<file path="src/rtl/addr_wrap_pkg.sv">
// Package: shared codes for the post-increment address wrap detector.
// Assumes that only the two listed mode combinations narrow the field.
package addr_wrap_pkg;
    // Mode code that selects an 18-bit significant field.
    localparam logic [3:0] MODE_FIELD18   = 4'b1101;
    // Mode code that, with the word length below and a narrow bus, selects 16 bits.
    localparam logic [3:0] MODE_FIELD16   = 4'b0101;
    localparam logic [2:0] WLEN_FIELD16   = 3'b001;
    // Field widths that the narrowed modes select.
    localparam int unsigned FIELD18_BITS  = 18;
    localparam int unsigned FIELD16_BITS  = 16;
endpackage

</file>
<file path="src/rtl/wrap_field_decode.sv">
// Module: turns the mode, word-length and bus-width inputs into a mask of
// significant low address bits. Purely combinational. Assumes the field always
// starts at bit 0. Combinations not listed use the whole register.
module wrap_field_decode
    import addr_wrap_pkg::*;
#(
    parameter int unsigned ADDR_W = 24
) (
    input  logic [3:0]        mode_sel,
    input  logic [2:0]        word_len,
    input  logic              bus_wide,
    output logic [ADDR_W-1:0] field_mask
);
    localparam int unsigned SIG_W = $clog2(ADDR_W + 1);
    localparam int unsigned W18   = (ADDR_W < FIELD18_BITS) ? ADDR_W : FIELD18_BITS;
    localparam int unsigned W16   = (ADDR_W < FIELD16_BITS) ? ADDR_W : FIELD16_BITS;

    logic [SIG_W-1:0] field_bits;

    // Choose the field width from the mode inputs.
    always_comb begin
        field_bits = SIG_W'(ADDR_W);
        if (mode_sel == MODE_FIELD18) begin
            field_bits = SIG_W'(W18);
        end else if ((mode_sel == MODE_FIELD16) && (word_len == WLEN_FIELD16) && !bus_wide) begin
            field_bits = SIG_W'(W16);
        end
    end

    // Expand the width into a thermometer mask, one bit per address bit.
    for (genvar i = 0; i < ADDR_W; i++) begin : g_mask
        assign field_mask[i] = (32'(field_bits) > i);
    end
endmodule

</file>
<file path="src/rtl/wrap_field_incr.sv">
// Module: adds one to the masked low field of an address and keeps the bits
// above it. Also reports whether that step would roll the field over.
// Assumes the mask is a contiguous run of ones starting at bit 0.
module wrap_field_incr #(
    parameter int unsigned ADDR_W = 24
) (
    input  logic [ADDR_W-1:0] cur_addr,
    input  logic [ADDR_W-1:0] field_mask,
    output logic [ADDR_W-1:0] next_addr,
    output logic              field_rolls
);
    logic [ADDR_W-1:0] plus_one;

    // Add one across the whole word. The mask then keeps only the field part.
    always_comb begin
        plus_one  = cur_addr + ADDR_W'(1);
        next_addr = (cur_addr & ~field_mask) | (plus_one & field_mask);
    end

    // The field rolls over when every masked bit is already one.
    always_comb begin
        field_rolls = ((cur_addr & field_mask) == field_mask);
    end
endmodule

</file>
<file path="src/rtl/wrap_irq_ctrl.sv">
// Module: holds the wrap interrupt enable and the sticky request flag.
// Assumes wrap_evt is a single-cycle pulse that already excludes load cycles.
// A set outranks a clear in the same cycle.
module wrap_irq_ctrl (
    input  logic clk,
    input  logic rst_n,
    input  logic sw_rst,
    input  logic ie_we,
    input  logic ie_d,
    input  logic wrap_evt,
    input  logic ack,
    output logic ie_q,
    output logic irq_q
);
    // Enable register: cleared by either reset, otherwise written by the core.
    always_ff @(posedge clk) begin
        if (!rst_n || sw_rst) begin
            ie_q <= 1'b0;
        end else if (ie_we) begin
            ie_q <= ie_d;
        end
    end

    // Sticky request: set on an enabled wrap, cleared by acknowledge or reset.
    always_ff @(posedge clk) begin
        if (!rst_n || sw_rst) begin
            irq_q <= 1'b0;
        end else if (wrap_evt && ie_q) begin
            irq_q <= 1'b1;
        end else if (ack) begin
            irq_q <= 1'b0;
        end
    end
endmodule

</file>
<file path="src/rtl/addr_wrap_incr.sv">
// Module: top of the post-increment address wrap detector. Holds the base
// address, steps its mode-selected low field after each enabled access, and
// raises a sticky interrupt when that field rolls over.
// Assumes access_done is a one-cycle strobe. A load outranks an increment.
module addr_wrap_incr #(
    parameter int unsigned ADDR_W = 24
) (
    input  logic              clk,
    input  logic              rst_n,
    input  logic              sw_rst,
    input  logic [3:0]        mode_sel,
    input  logic [2:0]        word_len,
    input  logic              bus_wide,
    input  logic              rd_inc_en,
    input  logic              wr_inc_en,
    input  logic              access_done,
    input  logic              wrap_ie_we,
    input  logic              wrap_ie_d,
    input  logic              load_we,
    input  logic [ADDR_W-1:0] load_data,
    input  logic              irq_ack,
    output logic [ADDR_W-1:0] addr,
    output logic              wrap_ie,
    output logic              wrap_irq
);
    logic [ADDR_W-1:0] field_mask;
    logic [ADDR_W-1:0] stepped;
    logic              rolls;
    logic              step_req;
    logic              wrap_evt;

    wrap_field_decode #(.ADDR_W(ADDR_W)) u_decode (
        .mode_sel   (mode_sel),
        .word_len   (word_len),
        .bus_wide   (bus_wide),
        .field_mask (field_mask)
    );

    wrap_field_incr #(.ADDR_W(ADDR_W)) u_incr (
        .cur_addr    (addr),
        .field_mask  (field_mask),
        .next_addr   (stepped),
        .field_rolls (rolls)
    );

    // An increment is requested when an access ends with either enable set.
    always_comb begin
        step_req = access_done && (rd_inc_en || wr_inc_en);
        wrap_evt = step_req && !load_we && rolls;
    end

    // Address register: reset to zero, load first, then post-increment.
    always_ff @(posedge clk) begin
        if (!rst_n) begin
            addr <= '0;
        end else if (load_we) begin
            addr <= load_data;
        end else if (step_req) begin
            addr <= stepped;
        end
    end

    wrap_irq_ctrl u_irq (
        .clk      (clk),
        .rst_n    (rst_n),
        .sw_rst   (sw_rst),
        .ie_we    (wrap_ie_we),
        .ie_d     (wrap_ie_d),
        .wrap_evt (wrap_evt),
        .ack      (irq_ack),
        .ie_q     (wrap_ie),
        .irq_q    (wrap_irq)
    );
endmodule

</file>
<file path="config.mk">
export PLATFORM = sky130hd
export DESIGN_NAME = addr_wrap_incr
export DESIGN_NICKNAME = d
export VERILOG_FILES = /design/src/rtl/addr_wrap_pkg.sv /design/src/rtl/wrap_field_decode.sv /design/src/rtl/wrap_field_incr.sv /design/src/rtl/wrap_irq_ctrl.sv /design/src/rtl/addr_wrap_incr.sv
export SDC_FILE = /design/constraint.sdc
export NUM_CORES = 1
export LEC_CHECK = 0
export ABC_AREA = 1
export ABC_CLOCK_PERIOD_IN_PS = 1700
export BUFFER_PORTS_ARGS = -buffer_cell sky130_fd_sc_hd__buf_2
export CAP_MARGIN = 20
export CORE_MARGIN = 3
export CORE_UTILIZATION = 33
export CTS_CLUSTER_SIZE = 8
export DETAILED_ROUTE_END_ITERATION = 12
export SETUP_SLACK_MARGIN = 0.3
export SYNTH_ARGS = -nofsm -noshare
export SYNTH_HDL_FRONTEND = slang
export SYNTH_SLANG_ARGS = --single-unit
</file>
<file path="constraint.sdc">
create_clock -name clk -period 1.7 [get_ports clk]
set_input_delay 0.255 -clock clk [delete_from_list [all_inputs] [get_ports clk]]
set_output_delay 0.255 -clock clk [all_outputs]
set_load 0.005 [all_outputs]
</file>
After elaboration in Yosys (flattened, before gate mapping)
Index checks and enable logic that the tools add are counted.

Add/subtract/negate cells: 1. Order comparisons: 24. Equal/unequal tests: 4. Multiplexer cells: 6. Bitwise gates (word level): 5. Reductions and logical operators: 13.

Operators by type and width (count): $and 24x24->24 (3); $mux 24 (2); $gt 5x4->1 const B (8); $gt 5x5->1 const B (8); $add 24x1->24 const B (1); $eq 24x24->1 (1); $not 24->24 (1); $or 24x24->24 (1); $gt 5x3->1 const B (4); $gt 5x1->1 const B (2); $gt 5x2->1 const B (2); $logic_and 1x1->1 (6); $mux 5 (1); $eq 4x3->1 const B (1); $eq 4x4->1 const B (1); $mux 4 (1); $reduce_bool 2->1 (2); $eq 3x1->1 const B (1); $logic_not 1->1 (3); $logic_or 1x1->1 (2); $mux 1 (2).

Bits in registers: 26. Input port bits: 42.

Logic depth before layout (Yosys ltp)
Word-level depth: 11. Gate-level depth with buffers: 9. Depth with buffers taken out: 9.

By module
Synthesis repeated with hierarchy kept, for this count alone.

Cells, all modules: 495. Area total of the unflattened synthesis: 2650.0 um^2.

Modules (own cells, without submodules): addr_wrap_incr (instances 1, cells an instance 237, area each 1385.1 um^2); wrap_field_incr (instances 1, cells an instance 210, area each 960.9 um^2); wrap_field_decode (instances 1, cells an instance 36, area each 224.0 um^2); wrap_irq_ctrl (instances 1, cells an instance 12, area each 80.1 um^2).

Worst setup path before layout
No wires, ideal clock.

Kind: register -> register. Start point: reg addr[0]. End point: reg u_irq.irq_q. Library setup time: 0.066 ns. Arrival: 1.346 ns. Path slack: 0.288 ns. Stages on the path, launching flop included: 10. Path buffers: 0. Period minus slack after synthesis: 1.412 ns. Cells stage by stage: dfxtp_1 ha_1 nand2_1 nor2_2 nand2_2 nor2_8 nand2_2 nor2_1 nand3_1 a21oi_2.

Word-level cells in the longest chain between the ends: 5. Elaborated cells on any way between the ends: 6. Those cells by class: 1 x eq/ne; 1 x mux; 1 x bitwise; 3 x reduce/logical.

RTL lines: start: declaration (line addr_wrap_incr.sv:22) `output logic [ADDR_W-1:0] addr,`; start signal: assignment (line addr_wrap_incr.sv:57) `addr <= load_data;`; start signal: assignment (line addr_wrap_incr.sv:59) `addr <= stepped;`; $and 24x24->24 (*) (line wrap_field_incr.sv:22) `field_rolls = ((cur_addr & field_mask) == field_mask);`; $eq 24x24->1 (*) (line wrap_field_incr.sv:22); $logic_and 1x1->1 (*) (line addr_wrap_incr.sv:49) `wrap_evt = step_req && !load_we && rolls;`; $logic_and 1x1->1 (*) (line wrap_irq_ctrl.sv:28) `end else if (wrap_evt && ie_q) begin`; $mux 1 / $reduce_bool 2->1 (equally long branches); end signal: assignment (line wrap_irq_ctrl.sv:27) `irq_q <= 1'b0;`; end signal: assignment (line wrap_irq_ctrl.sv:29) `irq_q <= 1'b1;`; end signal: assignment (line wrap_irq_ctrl.sv:31) `irq_q <= 1'b0;`; end: declaration (line wrap_irq_ctrl.sv:13) `output logic irq_q`.

Every way passes the cells marked *; elsewhere a longest branch is shown, timed or not. A chain may end at the register's enable or synchronous reset.

Worst setup path after layout
Start point: reg addr[0]. End point: reg addr[9].

Word-level cells in the longest chain between the ends: 5.

RTL lines: $add 24x1->24 (line wrap_field_incr.sv:16) `plus_one = cur_addr + ADDR_W'(1);`; $and 24x24->24 (line wrap_field_incr.sv:17) `next_addr = (cur_addr & ~field_mask) | (plus_one & field_mask);`; $or 24x24->24 (line wrap_field_incr.sv:17); $mux 24 (line addr_wrap_incr.sv:58) `end else if (step_req) begin`; $mux 24 (line addr_wrap_incr.sv:56) `end else if (load_we) begin`.

Every way passes these cells. The select of a mux whose other input is x is not followed.

==> key figures <==
Place
  • RePlAce Congestion: 0.807
  • Final HPWL DP: 4110 µm
  • Port bufs: 67

Cells and area
  • Final core utilization: 48.5%
  • # diodes: 0
  • Filler cells: 578
  • Share of cells above drive strength 1: 36.2%
  • Final Net Count: 417
  • Area Overhead vs Synth: 39.4%

Clocking
  • Max clock buf depth: 2
  • Htree depth: 1
  • CTS tree: yes
  • CTS Sinks: 26
  • CTS Buf Count: 3
  • Root Buffer: clkbuf_8
  • Clk_lat worst skew: 0.27 ns
  • Clock slew at reported path FFs: 0.10 ns

Setup path
  • Critical Path End Type: flip-flop
  • WS Path Type: reg -> reg
  • Worst setup SP type: flip-flop
  • CP max FO: 4
  • CP Data Required Time: 1.87 ns
  • Critical Path AT: 1.58 ns

Synth
  • Yosys warning total: 0
  • Top cell type's share of synthesized area: 28.7%
  • #FFs+latches synth: 26
  • Post-synth top cells: nand2_1, inv_1, nor2_1, dfxtp_1, a21oi_1
  • Post-synth top area cell: dfxtp_1
  • Post-synth EDFFs: 0
  • Synth top area cells: dfxtp_1, nand2_1, inv_1, a21oi_1, nor2_1
  • Syn nets: 337
  • Cell with the most instances after synthesis: nand2_1
  • Syn Area/Cell: 6.16 µm²
  • Netlist Area Pre-Place: 1810 µm²
  • Asr flop ratio synth: 0%
  • Sequential element share of the synthesized area: 28.7%
  • Post-synth cell types: 31
  • Synth Flop Type: dfxtp_1
  • Syn Inst Count: 294

Power and ir drop
  • PD cells: 605 nW/µm²
  • Peak supply drop: 0.331 mV
  • P_leak: 1.21 nW
  • Comb pwr share: 19.5%
  • Clock network power share: 34.7%
  • Switching Share: 27.8%
  • Internal power: 1.10 mW
  • P_sw: 425 µW
  • Sequential share of power: 45.7%

Drt
  • WL met1: 2460 µm
  • Met2 wire length: 2720 µm
  • Via-per-instance ratio: 4.81
  • Top routing layer used: met4
  • Via count: 2129
  • Starting DRT DRC Count: 99
  • Wirelength, routed: 5590 µm
  • DRC Markers: 0
  • WL/cell: 12.6 µm
  • DRT antenna net count: 0
  • DR pass1 iterations: 4
  • Met3 routed WL: 355 µm

STA
  • Skew final: 0.00298 ns
  • Unrepaired setup endpoints after global routing: yes
  • Worst Max-Slew Pin Slew: 0.397 ns
  • Hold Violations, Final: 0
  • # setup viols final: 0
  • Slew Limit Fails: 0
  • Slew HR: 73.5%
  • Max Clk Rate: 710 MHz
  • Final Critical Period: 1.41 ns
  • Final period util: 82.9%
  • Setup tns final: 0 ns

Die
  • Die Y: 80.1 µm
  • Die W: 80.1 µm
  • Die Area: 6420 µm²
  • Core area: 5200 µm²
  • Starting density of the core: 34.8%
  • Rows: 26
  • Ports: 68

Run
  • Maxcap violations: 0

Global routing
  • Vias in the first global route: 1976
  • Total track usage: 18.2%
  • GRT overflow: 0
  • Largest net degree at the start of global routing: 22
  • First-pass GRT wire length: 9340 µm
  • Initial antenna violation count: 0

Run status
  • Status: finished clean

Worst hold path
  • HP Class: in -> reg
## critical path: stages, from the launching register on
cell and delay, ns:
dfxtp_4 0.37, buf_4 0.13, nand3_4 0.11, nor2_4 0.16, nand2_4 0.09, buf_4 0.15
nor2_2 0.08, xnor2_1 0.12, a21oi_1 0.08
## metal layers
metal,GRT usage (%),up-vias
met5,0,-
met4,4.56,0
met3,2.24,6
met2,31.6,69
met1,23.6,950
li1,-,1104
## layout by cell type (no fill, tap or decap), types with 3 or more instances in the layout
master,instances
nand2_1,74
buf_2,67
inv_1,38
nor2_1,26
a21oi_1,21
nand3_1,20
dfxtp_1,14
o21ai_0,13
buf_4,12
dfxtp_2,10
nor2_4,7
nand4_1,7
xor2_1,7
a31oi_1,7
nand2_2,6
nor2_2,6
a21oi_2,5
nand3_2,3
clkbuf_8,3
## kinds of logic (layout without fill, tap and decap cells)
kind of cell	Yosys count	after routing	synth area share [%]
buffers and inverters	46	124	9.53
xor gates and xnor gates	9	9	4.35
AOI/OAI and AO/OA	53	53	16.3
DFF	26	26	28.7
adders and majority gates	1	1	0.690
and+or+nand+nor	159	160	40.4
## stage by stage
| stage | std cells | worst slack [ns] | power [mW] | hold WS (ns) | instance area (µm²) |
|---|---|---|---|---|---|
| after floorplan | 294 | 0.312 | 0.841 | 0.393 | 1810 |
| after global placement | 432 | 0.251 | 0.984 | 0.470 | 2280 |
| after detailed placement | 432 | 0.175 | 0.987 | 0.471 | 2280 |
| after CTS | 440 | 0.301 | 1.53 | 0.207 | 2430 |
| after global routing | 443 | 0.215 | 1.62 | 0.210 | 2530 |
| final | 443 | 0.292 | 1.53 | 0.214 | 2530 |
## what timing repair did
item                                    in CTS  in global routing
cloned                                       1                  0
hold buffers                                 0                  0
pin swaps                                    3                 11
resized for setup                           13                 25
endpoints found under the setup margin      12                 16
setup buffers                                3                  3
## cell type report
cell class | count | area (µm²) | share of cell area, %
Multi-Input combinational cell | 223 | 1230 | 48.7
Sequential cell | 26 | 541 | 21.4
Timing Repair Buffer | 80 | 445 | 17.6
Inverter | 40 | 150 | 5.94
Tap cell | 70 | 87.6 | 3.47
Clock buffer | 3 | 41.3 | 1.63
Clock inverter | 1 | 30.0 | 1.19
## worst paths after layout
path | start | endpoint | slack, ns | cells past startpoint
setup / recovery | addr[0] | addr[9] | 0.29 | 8
hold / removal | load_data[5] | addr[5] | 0.21 | 3
setup reg to reg | addr[0] | addr[9] | 0.29 | 8
hold reg to reg | u_irq.irq_q | u_irq.irq_q | 0.47 | 2
## power by group through the flow
| stage | logic, mW | clock network, mW | registers (mW) |
|---|---|---|---|
| 2_1_floorplan | 0.138 | 0 | 0.703 |
| 3_3_place_gp | 0.275 | 0 | 0.708 |
| 3_5_place_dp | 0.278 | 0 | 0.709 |
| 4_1_cts | 0.293 | 0.545 | 0.696 |
| 5_1_grt | 0.339 | 0.574 | 0.707 |
| 6_report | 0.299 | 0.531 | 0.699 |
Note: power is estimated with default switching activity, not from simulation.
